$ cat config.mk
export PLATFORM = sky130hd
export DESIGN_NAME = notice_mesh
export DESIGN_NICKNAME = d
export VERILOG_FILES = /design/src/rtl/notice_pkg.sv /design/src/rtl/notice_window_timer.sv /design/src/rtl/notice_merge.sv /design/src/rtl/notice_node.sv /design/src/rtl/notice_mesh.sv
export SDC_FILE = /design/constraint.sdc
export NUM_CORES = 2
export LEC_CHECK = 0
export CAP_MARGIN = 25
export CORE_AREA = 2 2 527 529
export CTS_CLUSTER_SIZE = 8
export DETAILED_ROUTE_END_ITERATION = 12
export DIE_AREA = 0 0 529 531
export GPL_TIMING_DRIVEN = 0
export PLACE_DENSITY = 0.66
export SYNTH_ARGS = -nofsm -noshare
export SYNTH_HDL_FRONTEND = slang
export SYNTH_HIERARCHICAL = 1
export SYNTH_SLANG_ARGS = --single-unit
$ cat constraint.sdc
create_clock -name clk -period 11.63 [get_ports clk]
set_clock_uncertainty 0.2 [all_clocks]
set_input_delay 1.163 -clock clk [delete_from_list [all_inputs] [get_ports clk]]
set_output_delay 1.163 -clock clk [all_outputs]
set_load 0.05 [all_outputs]
$ cat src/rtl/notice_pkg.sv
package notice_pkg;
   localparam int NB_PORTS = 4;

   typedef enum int {
      NB_NORTH = 0,
      NB_SOUTH = 1,
      NB_EAST  = 2,
      NB_WEST  = 3
   } nb_port_e;

   // worst-case hop count between two tiles of a rows x cols mesh
   function automatic int mesh_diam(input int rows, input int cols);
      return (rows - 1) + (cols - 1);
   endfunction
endpackage

$ cat src/rtl/notice_window_timer.sv
module notice_window_timer #(
   parameter int WIN = 11
) (
   input  logic clk,
   input  logic rst_n,
   output logic phase0_o,
   output logic close_o
);
   localparam int CW = (WIN > 1) ? $clog2(WIN) : 1;
   localparam logic [CW-1:0] LAST = CW'(WIN - 1);

   logic [CW-1:0] cnt_q;

   always_ff @(posedge clk) begin
      if (!rst_n)              cnt_q <= '0;
      else if (cnt_q == LAST)  cnt_q <= '0;
      else                     cnt_q <= cnt_q + 1'b1;
   end

   assign phase0_o = (cnt_q == '0);
   assign close_o  = (cnt_q == LAST);

   // a closing cycle is always followed by a window start
   assert_close_then_start_R2: assert property (@(posedge clk) disable iff (!rst_n)
      close_o |=> phase0_o);

   // a start never lasts longer than one cycle
   assert_start_single_R2: assert property (@(posedge clk) disable iff (!rst_n)
      phase0_o |=> !phase0_o);
endmodule

$ cat src/rtl/notice_merge.sv
module notice_merge #(
   parameter int W   = 36,
   parameter int NIN = 6
) (
   input  logic [NIN-1:0][W-1:0] in_i,
   output logic [W-1:0]          out_o
);
   logic [W-1:0] pre [NIN];

   assign pre[0] = in_i[0];

   for (genvar k = 1; k < NIN; k++) begin : g_chain
      assign pre[k] = pre[k-1] | in_i[k];
   end

   assign out_o = pre[NIN-1];
endmodule

$ cat src/rtl/notice_node.sv
module notice_node
   import notice_pkg::*;
#(
   parameter int TILES   = 36,
   parameter int TILE_ID = 0
) (
   input  logic                          clk,
   input  logic                          rst_n,
   input  logic                          phase0_i,
   input  logic                          close_i,
   input  logic                          req_i,
   input  logic [NB_PORTS-1:0][TILES-1:0] nb_i,
   output logic [TILES-1:0]              acc_o,
   output logic                          snap_valid_o,
   output logic [TILES-1:0]              snap_o
);
   localparam int NIN = NB_PORTS + 2;

   logic [TILES-1:0]          acc_q, snap_q, inj, merged;
   logic                      valid_q;
   logic [NIN-1:0][TILES-1:0] srcs;

   // local announcement is gated to the first cycle of the window
   always_comb begin
      inj          = '0;
      inj[TILE_ID] = req_i & phase0_i;
   end

   assign srcs = {inj, nb_i, acc_q};

   notice_merge #(.W(TILES), .NIN(NIN)) i_merge (
      .in_i  (srcs),
      .out_o (merged)
   );

   always_ff @(posedge clk) begin
      if (!rst_n) begin
         acc_q   <= '0;
         snap_q  <= '0;
         valid_q <= 1'b0;
      end else begin
         valid_q <= close_i;
         if (close_i) begin
            snap_q <= merged;
            acc_q  <= '0;
         end else begin
            acc_q  <= merged;
         end
      end
   end

   assign acc_o        = acc_q;
   assign snap_valid_o = valid_q;
   assign snap_o       = snap_q;

   // the valid pulse lasts one cycle
   assert_valid_single_R4: assert property (@(posedge clk) disable iff (!rst_n)
      snap_valid_o |=> !snap_valid_o);

   // the pulse coincides with a window start
   assert_valid_at_start_R4: assert property (@(posedge clk) disable iff (!rst_n)
      snap_valid_o |-> phase0_i);

   // every window begins with an empty accumulator
   assert_clear_at_start_R8: assert property (@(posedge clk) disable iff (!rst_n)
      phase0_i |-> (acc_q == '0));

   // the snapshot only changes together with a valid pulse
   assert_snap_hold_R10: assert property (@(posedge clk) disable iff (!rst_n)
      !snap_valid_o |-> $stable(snap_o));
endmodule

$ cat src/rtl/notice_mesh.sv
module notice_mesh
   import notice_pkg::*;
#(
   parameter int ROWS  = 6,
   parameter int COLS  = 6,
   parameter int TILES = ROWS * COLS,
   parameter int WIN   = mesh_diam(ROWS, COLS) + 1
) (
   input  logic                     clk,
   input  logic                     rst_n,
   input  logic [TILES-1:0]         req_i,
   output logic                     win_start_o,
   output logic [TILES-1:0]         snap_valid_o,
   output logic [TILES*TILES-1:0]   snap_vec_o
);
   localparam int DIAM    = mesh_diam(ROWS, COLS);
   localparam int MIN_WIN = DIAM + 1;

   if (ROWS < 1 || COLS < 1) begin : g_bad_dims
      initial $fatal(1, "notice_mesh: ROWS and COLS must be at least 1");
   end
   if (TILES != ROWS * COLS) begin : g_bad_tiles
      initial $fatal(1, "notice_mesh: TILES must equal ROWS*COLS");
   end
   if (WIN < MIN_WIN || WIN < 2) begin : g_bad_win
      initial $fatal(1, "notice_mesh: WIN must cover the hop diameter plus one");
   end

   logic phase0, close_w;
   logic [TILES-1:0] acc_w [TILES];

   notice_window_timer #(.WIN(WIN)) i_timer (
      .clk      (clk),
      .rst_n    (rst_n),
      .phase0_o (phase0),
      .close_o  (close_w)
   );

   assign win_start_o = phase0;

   for (genvar r = 0; r < ROWS; r++) begin : g_row
      for (genvar c = 0; c < COLS; c++) begin : g_col
         localparam int ID = r * COLS + c;
         logic [NB_PORTS-1:0][TILES-1:0] nb;

         if (r > 0) begin : g_n
            assign nb[NB_NORTH] = acc_w[ID - COLS];
         end else begin : g_n_edge
            assign nb[NB_NORTH] = '0;
         end
         if (r < ROWS - 1) begin : g_s
            assign nb[NB_SOUTH] = acc_w[ID + COLS];
         end else begin : g_s_edge
            assign nb[NB_SOUTH] = '0;
         end
         if (c < COLS - 1) begin : g_e
            assign nb[NB_EAST] = acc_w[ID + 1];
         end else begin : g_e_edge
            assign nb[NB_EAST] = '0;
         end
         if (c > 0) begin : g_w
            assign nb[NB_WEST] = acc_w[ID - 1];
         end else begin : g_w_edge
            assign nb[NB_WEST] = '0;
         end

         notice_node #(.TILES(TILES), .TILE_ID(ID)) i_node (
            .clk          (clk),
            .rst_n        (rst_n),
            .phase0_i     (phase0),
            .close_i      (close_w),
            .req_i        (req_i[ID]),
            .nb_i         (nb),
            .acc_o        (acc_w[ID]),
            .snap_valid_o (snap_valid_o[ID]),
            .snap_o       (snap_vec_o[ID*TILES +: TILES])
         );

         // every tile agrees with tile 0 on timing and content
         assert_tiles_agree_R6: assert property (@(posedge clk) disable iff (!rst_n)
            (snap_valid_o[ID] == snap_valid_o[0]) &&
            (snap_vec_o[ID*TILES +: TILES] == snap_vec_o[TILES-1:0]));
      end
   end

   // a snapshot is delivered only when a window begins
   assert_pulse_on_start_R4: assert property (@(posedge clk) disable iff (!rst_n)
      snap_valid_o[0] |-> win_start_o);
endmodule

* Word-level counts from Yosys, hierarchy flattened
Index checks and enable logic that the tools add are counted.
** Word-level totals
- Flip-flop bits (word level) :: 2597
- Word-level logic and storage cells :: 265
- Bits of input ports :: 38
** Cells by class
- Reductions and logical operators :: 2
- $add $sub $neg :: 1
- Bitwise gates (word level) :: 187
- Eq/ne operators :: 1
** Operators with widths (number)
- bitwise OR 36 bit :: 115
- bitwise AND 1 bit :: 36
- bitwise OR 36 x 1 -> 36 bit :: 1
- bitwise OR 36 x 10 -> 36 bit :: 1
- bitwise OR 36 x 11 -> 36 bit :: 1
- bitwise OR 36 x 12 -> 36 bit :: 1
- bitwise OR 36 x 13 -> 36 bit :: 1
- bitwise OR 36 x 14 -> 36 bit :: 1
- bitwise OR 36 x 15 -> 36 bit :: 1
- bitwise OR 36 x 16 -> 36 bit :: 1
- bitwise OR 36 x 17 -> 36 bit :: 1
- bitwise OR 36 x 18 -> 36 bit :: 1
- bitwise OR 36 x 19 -> 36 bit :: 1
- bitwise OR 36 x 2 -> 36 bit :: 1
- bitwise OR 36 x 20 -> 36 bit :: 1
- bitwise OR 36 x 21 -> 36 bit :: 1
- bitwise OR 36 x 22 -> 36 bit :: 1
- bitwise OR 36 x 23 -> 36 bit :: 1
- bitwise OR 36 x 24 -> 36 bit :: 1
- bitwise OR 36 x 25 -> 36 bit :: 1
- bitwise OR 36 x 26 -> 36 bit :: 1
- bitwise OR 36 x 27 -> 36 bit :: 1
- bitwise OR 36 x 28 -> 36 bit :: 1
- bitwise OR 36 x 29 -> 36 bit :: 1
- 18 further kinds :: 18

* Logic depth before layout (Yosys ltp)
- Word-level depth :: 5
- Depth in mapped cells :: 8
- Gate-level depth less buffers :: 8

* Hierarchy
Netlist, hierarchy kept.
** By module, submodules not included
- notice_node :: area each 2368.5 µm², instances 36, cells an instance 196
- notice_merge :: area each 495.5 µm², instances 36, cells an instance 108
- notice_window_timer :: area each 216.5 µm², instances 1, cells an instance 24
- notice_mesh :: area each 3.8 µm², instances 1, cells an instance 1

* Worst setup path after synthesis
No wires, ideal clock.
- Path kind :: register -> register
- Start :: register i_timer.cnt_q[0]
- End :: register g_row[0].g_col[0].i_node.snap_q[10]
- Path slack :: 5.703 ns
- Clock period less this slack :: 5.927 ns
- Stages on the path, launching flop included :: 9
- Arrival time :: 5.610 ns
- Path through :: dfxtp_1 > inv_1 > ha_1 > nand2_1 > nor2_1 > buf_6 > buf_6 > mux2i_1 > nor2b_1
** Between the ends
- Longest elaborated chain between the ends :: 1
** Ends and longest elaborated chain
- start, declared :: RTL line notice_window_timer.sv:12 : logic [CW-1:0] cnt_q;
- start signal, assigned :: RTL line notice_window_timer.sv:17 : else cnt_q <= cnt_q + 1'b1;
- == test 4 bit :: RTL line notice_window_timer.sv:21 : assign close_o = (cnt_q == LAST);
- net close_w :: RTL line notice_mesh.sv:29 : logic phase0, close_w;
- end signal, assigned :: RTL line notice_node.sv:44 : snap_q <= merged;
- end, declared :: RTL line notice_node.sv:19 : logic [TILES-1:0] acc_q, snap_q, inj, merged;
The timed path passes the listed nets, and every way through them passes these cells.
A chain may end at the register's enable or synchronous reset.

* Worst setup path after layout
- Start :: register i_timer.cnt_q[0]
- End :: output win_start_o
** Between the ends
- Longest elaborated chain between the ends :: 1
** Ends and longest elaborated chain
- zero test 4 bit :: RTL line notice_window_timer.sv:20 : assign phase0_o = (cnt_q == '0);
- end, declared :: RTL line notice_mesh.sv:12 : output logic win_start_o,
Every way passes these cells.

==> summary by stage <==
Cells and area
Summing all multi-input logic gate instances after layout gives 55900 um2. The share of layout cells above drive strength 1 is 4.074%. Counting the fill cells in the layout gives 26353. Summing all flip-flop and latch instances after layout gives 52690 um2. At the end of the flow, the number of nets in the layout was 14862. With fillers left out, the area of the finished cells amounts to 139500 um2.

Relative to the synthesized area, the layout overhead comes to 35.03%.

Placement
The wire-length estimate of the detail-placed layout is 443200 um. The setup slack after placement is 7.803 ns. Port buffering added 1370 buffers. Once placement finished, the instance area stood at 129600 um2. The final RePlAce weighted congestion is 1.015.

Clock network
The number of buffers added for setup after CTS is 0. The number of levels in the clock H-tree is 5. The post-CTS resize count is 0. After clock tree synthesis, the clock-pin slew on the worst setup and hold paths is 0.05 ns. At the later pin of the worst-skew pair, clock insertion delay measures 0.92 ns.

After clock tree synthesis, the flow added hold-fix buffers numbering 0. The clock buffer count from CTS is 372. The maximum number of buffers from clock root to sink is 4. The number of clock sinks seen by CTS is 2632. The CTS tree is built. The tree is rooted in a sky130_fd_sc_hd__clkbuf_16.

Power
The worst supply voltage drop on vdd is 0.0001184 V. The combinational share of power is 4.8%. The total power of the final layout is 20.57 mW. The static leakage is 49.28 nW. The clock network burns 47.2% of the power. The switching fraction of total power is 25.23%. The cell area power density is 147.4 nW/um2. Summed over all nets, the switching power comes to 5.189 mW. The internal power of the cells totals 15.38 mW. The sequential share of power is 47.9%.

Critical path
STA puts the critical path data required time at 10.27 ns. The longest individual stage delay on the worst path is 0.83 ns. The worst-case register-to-register setup slack is 8.45 ns. The signal on the critical path passes through inv_1 -> ha_1 -> nor3b_2 -> buf_6 -> clkdlybuf4s50_1. The source of the worst register-to-register timing path is i_timer/cnt_q[0]$_SDFF_PP0_. The critical path class is reg2out. The reg-to-reg critical path endpoint is g_row[2].g_col[5].i_node/acc_o[5]$_SDFF_PP0_. The peak fanout along the critical path is 4.

On the critical path, the stage with the largest delay is an instance of sky130_fd_sc_hd__clkdlybuf4s50_1. The total buffers and inverters traversed by the critical path is 3. The depth of the worst register-to-register path is 8. The data arrival time of the critical path is 2.98 ns. The kind of cell adding the most delay to the critical path is buffers and inverters. The element type at the critical path end is an output pin. The depth of the critical timing path with buffers and inverters included is 5. STA classifies the critical path startpoint as a flop.

Floorplan
In this run the count of I/O pins placed on the die edge is 1371. The area of the die is 280900 um2. After floorplanning, the core was sized to cover 275300 um2. The vertical die dimension is 531 um. The number of rows in the core area is 193. The die is 529 um wide. The initial utilization of the core area, before any placement, comes to 37.53%.

STA
In the finished design, the share of the clock period the worst path needs comes to 37.36%. After layout, the minimum clock period comes to 4.344 ns. The number of max-slew violations in the final report came to 0.

The slew at the pin closest to its max-slew limit is 1.216 ns. Setup violations remaining at the end of the flow were counted as 0. Setup repair after global routing left no endpoint under its margin. For this run, the top clock speed supported by timing is 0.2302 GHz.

In this run the tightest slew margin relative to its limit is 18.17%. The final hold violation count came to 0. The minimum setup slack in the final design is 7.286 ns.

Logic synthesis
The area of the mapped netlist is 103300 um2. After synthesis, flip-flops and latches occupy 51.00% of the total area. The post-synthesis cell count is 10969. Synthesis inferred 2632 register bits. The per-instance average area after synthesis is 9.420 um2. In this run, distinct cell masters in the synthesized netlist total 20. Yosys printed 6 warnings.

Global route
The first global-routing pass estimated 698800 um of wire. The initial antenna violation count is 32. Entering global routing, the biggest net connects 65 pins. The global-route usage over all layers is 36.44%. The via count of the first global-routing pass was 86575. After global routing the overflow that remains totals 0.

Detailed routing
The remaining routing DRC violations is 0. The remaining number of nets flagged by the antenna check after routing is 0. Summed over all layers, the routed wires come to 529300 um. The via count is 89534. Before antenna repair, the detailed router went through 7 iterations. The violation count after the first detailed-route iteration is 6620. After detailed routing, the average wire length per cell comes to 28.62 um. The detailed-route vias per instance is 4.841.

Min path
The path with the worst hold slack has its endpoint at i_timer/cnt_q[0]$_SDFF_PP0_. The cell count of the worst hold path is 1. In this run the worst hold path is classified as reg2reg.

In this run the most critical hold path is launched from i_timer/cnt_q[0]$_SDFF_PP0_.

Job
The total of max-cap violations is 0.

Run status
The flow ran to the end, and the final reports show no timing, DRC or antenna violations.
placed cells by master, fill, tap and decap left out:
cell | synthesis | routed
sky130_fd_sc_hd__diode_2 | 0 | 35
sky130_fd_sc_hd__clkinv_16 | 0 | 5
sky130_fd_sc_hd__buf_8 | 0 | 5
sky130_fd_sc_hd__dfxtp_1 | 2632 | 2632
sky130_fd_sc_hd__nor2b_1 | 1296 | 1296
sky130_fd_sc_hd__o21ai_0 | 1 | 1
sky130_fd_sc_hd__a21boi_0 | 1 | 1
sky130_fd_sc_hd__nor3b_1 | 3 | 2
sky130_fd_sc_hd__clkinv_8 | 0 | 3
sky130_fd_sc_hd__nor4_1 | 1296 | 1296
sky130_fd_sc_hd__buf_2 | 0 | 7
sky130_fd_sc_hd__inv_6 | 0 | 9
sky130_fd_sc_hd__clkbuf_1 | 252 | 257
sky130_fd_sc_hd__clkbuf_16 | 0 | 375
sky130_fd_sc_hd__buf_12 | 0 | 3
sky130_fd_sc_hd__buf_4 | 0 | 1
sky130_fd_sc_hd__nor2b_2 | 36 | 36
sky130_fd_sc_hd__clkdlybuf4s50_1 | 0 | 1369
sky130_fd_sc_hd__buf_6 | 144 | 150
sky130_fd_sc_hd__nand3b_1 | 1 | 1
sky130_fd_sc_hd__and3_4 | 1 | 1
sky130_fd_sc_hd__ha_1 | 3 | 3
sky130_fd_sc_hd__nand2b_1 | 1 | 1
sky130_fd_sc_hd__nor2_1 | 1299 | 1298
sky130_fd_sc_hd__nor2_4 | 0 | 1
sky130_fd_sc_hd__o31a_1 | 1 | 1
sky130_fd_sc_hd__mux2i_1 | 1296 | 1296
sky130_fd_sc_hd__clkinv_2 | 0 | 1
sky130_fd_sc_hd__inv_16 | 0 | 3
sky130_fd_sc_hd__inv_1 | 3 | 3
sky130_fd_sc_hd__and2_1 | 1368 | 1368
sky130_fd_sc_hd__clkbuf_8 | 0 | 4
sky130_fd_sc_hd__nor3b_2 | 0 | 1
sky130_fd_sc_hd__conb_1 | 37 | 2124
sky130_fd_sc_hd__nand2_1 | 1298 | 1298
per-stage QoR:
step / TNS, ns / hold WS [ns] / util [%] / std cells
2_1_floorplan: 0 / 0.2295 / - / 13056
5_1_grt: 0 / 0.3063 / 50.65 / 18461
4_1_cts: 0 / 0.2642 / 50.64 / 18456
6_report: 0 / 0.2639 / 50.68 / 18494
3_3_place_gp: -0.8256 / 0.2491 / 47.00 / 18033
3_5_place_dp: 0 / 0.2536 / 47.08 / 18051
sequential cells by signal (all words and copies together), names as in the netlist:
name                             flops
g_row.g_col.i_node/acc_o          1296
g_row.g_col.i_node/snap_o         1296
g_row.g_col.i_node/snap_valid_o     36
i_timer/cnt_q                        4
power groups by stage:
stage          registers, mW  logic [mW]  clock network (mW)
2_1_floorplan           9.73       0.616                   0
3_3_place_gp            10.0       0.941                   0
3_5_place_dp            10.0       0.959                   0
4_1_cts                 9.86       0.962                9.79
5_1_grt                 9.85        1.09                10.2
6_report                9.86       0.995                9.72
worst reg2reg max path, cell delays in order, from the launching register on:
cell                       delay, ns
sky130_fd_sc_hd__dfxtp_1        0.37
sky130_fd_sc_hd__inv_1          0.08
sky130_fd_sc_hd__ha_1           0.22
sky130_fd_sc_hd__nand2_1        0.14
sky130_fd_sc_hd__nor2_4         0.16
sky130_fd_sc_hd__buf_12         0.24
sky130_fd_sc_hd__nor2b_2        0.67
sky130_fd_sc_hd__clkbuf_1       0.82
sky130_fd_sc_hd__and2_1         0.23
synth_stat cells:
master                     count  share of area, %
sky130_fd_sc_hd__and3_4        1             0.011
sky130_fd_sc_hd__nand2_1    1298               4.7
sky130_fd_sc_hd__nor3b_1       3             0.022
sky130_fd_sc_hd__nor4_1     1296               7.8
sky130_fd_sc_hd__nand2b_1      1            0.0061
sky130_fd_sc_hd__o31a_1        1            0.0085
sky130_fd_sc_hd__dfxtp_1    2632                51
sky130_fd_sc_hd__nor2b_1    1296               7.8
sky130_fd_sc_hd__ha_1          3             0.036
sky130_fd_sc_hd__and2_1     1368               8.3
sky130_fd_sc_hd__o21ai_0       1            0.0048
sky130_fd_sc_hd__nor2b_2      36              0.31
sky130_fd_sc_hd__nand3b_1      1            0.0073
sky130_fd_sc_hd__nor2_1     1299               4.7
sky130_fd_sc_hd__inv_1         3             0.011
sky130_fd_sc_hd__mux2i_1    1296                13
sky130_fd_sc_hd__buf_6       144               1.6
sky130_fd_sc_hd__clkbuf_1    252              0.92
sky130_fd_sc_hd__a21boi_0      1            0.0073
sky130_fd_sc_hd__conb_1       37              0.13
per-layer routing:
layer	GRT usage, %	share of wire [%]	vias to the layer above
li1	-	-	42788
met1	37.21	34	41793
met2	63.38	48	3722
met3	8.715	8.0	1231
met4	29.92	9.8	0
met5	0	0	-
worst max path at each step:
stage / start / end
floorplan: i_timer/cnt_q[0]$_SDFF_PP0_ / g_row[0].g_col[0].i_node/snap_o[10]$_SDFFE_PN0P_
finish: i_timer/cnt_q[0]$_SDFF_PP0_ / win_start_o
CTS: i_timer/cnt_q[0]$_SDFF_PP0_ / win_start_o
global placement: i_timer/cnt_q[0]$_SDFF_PP0_ / win_start_o
detailed placement: rst_n / g_row[2].g_col[5].i_node/acc_o[8]$_SDFF_PP0_
global route: i_timer/cnt_q[0]$_SDFF_PP0_ / win_start_o
layout make-up:
class	instances	area share [%]
Multi-Input combinational cell	10025	40.07
Sequential cell	2632	37.77
Timing Repair Buffer	1391	9.997
Clock buffer	384	6.779
Tap cell	3607	3.235
Buffer	396	1.840
Clock inverter	21	0.2457
Antenna cell	35	0.06278
Inverter	3	0.008071
cell families after synthesis:
logic type / Yosys count / share of synthesized area, %
buf+inv: 399 / 2.496
compound gates: 3 / 0.02059
other cells: 37 / 0.1344
mux: 1296 / 12.56
flops: 2632 / 51.00
simple gates: 6599 / 33.76
fa+ha+maj: 3 / 0.03633
Power figures use the tool's default switching activity.
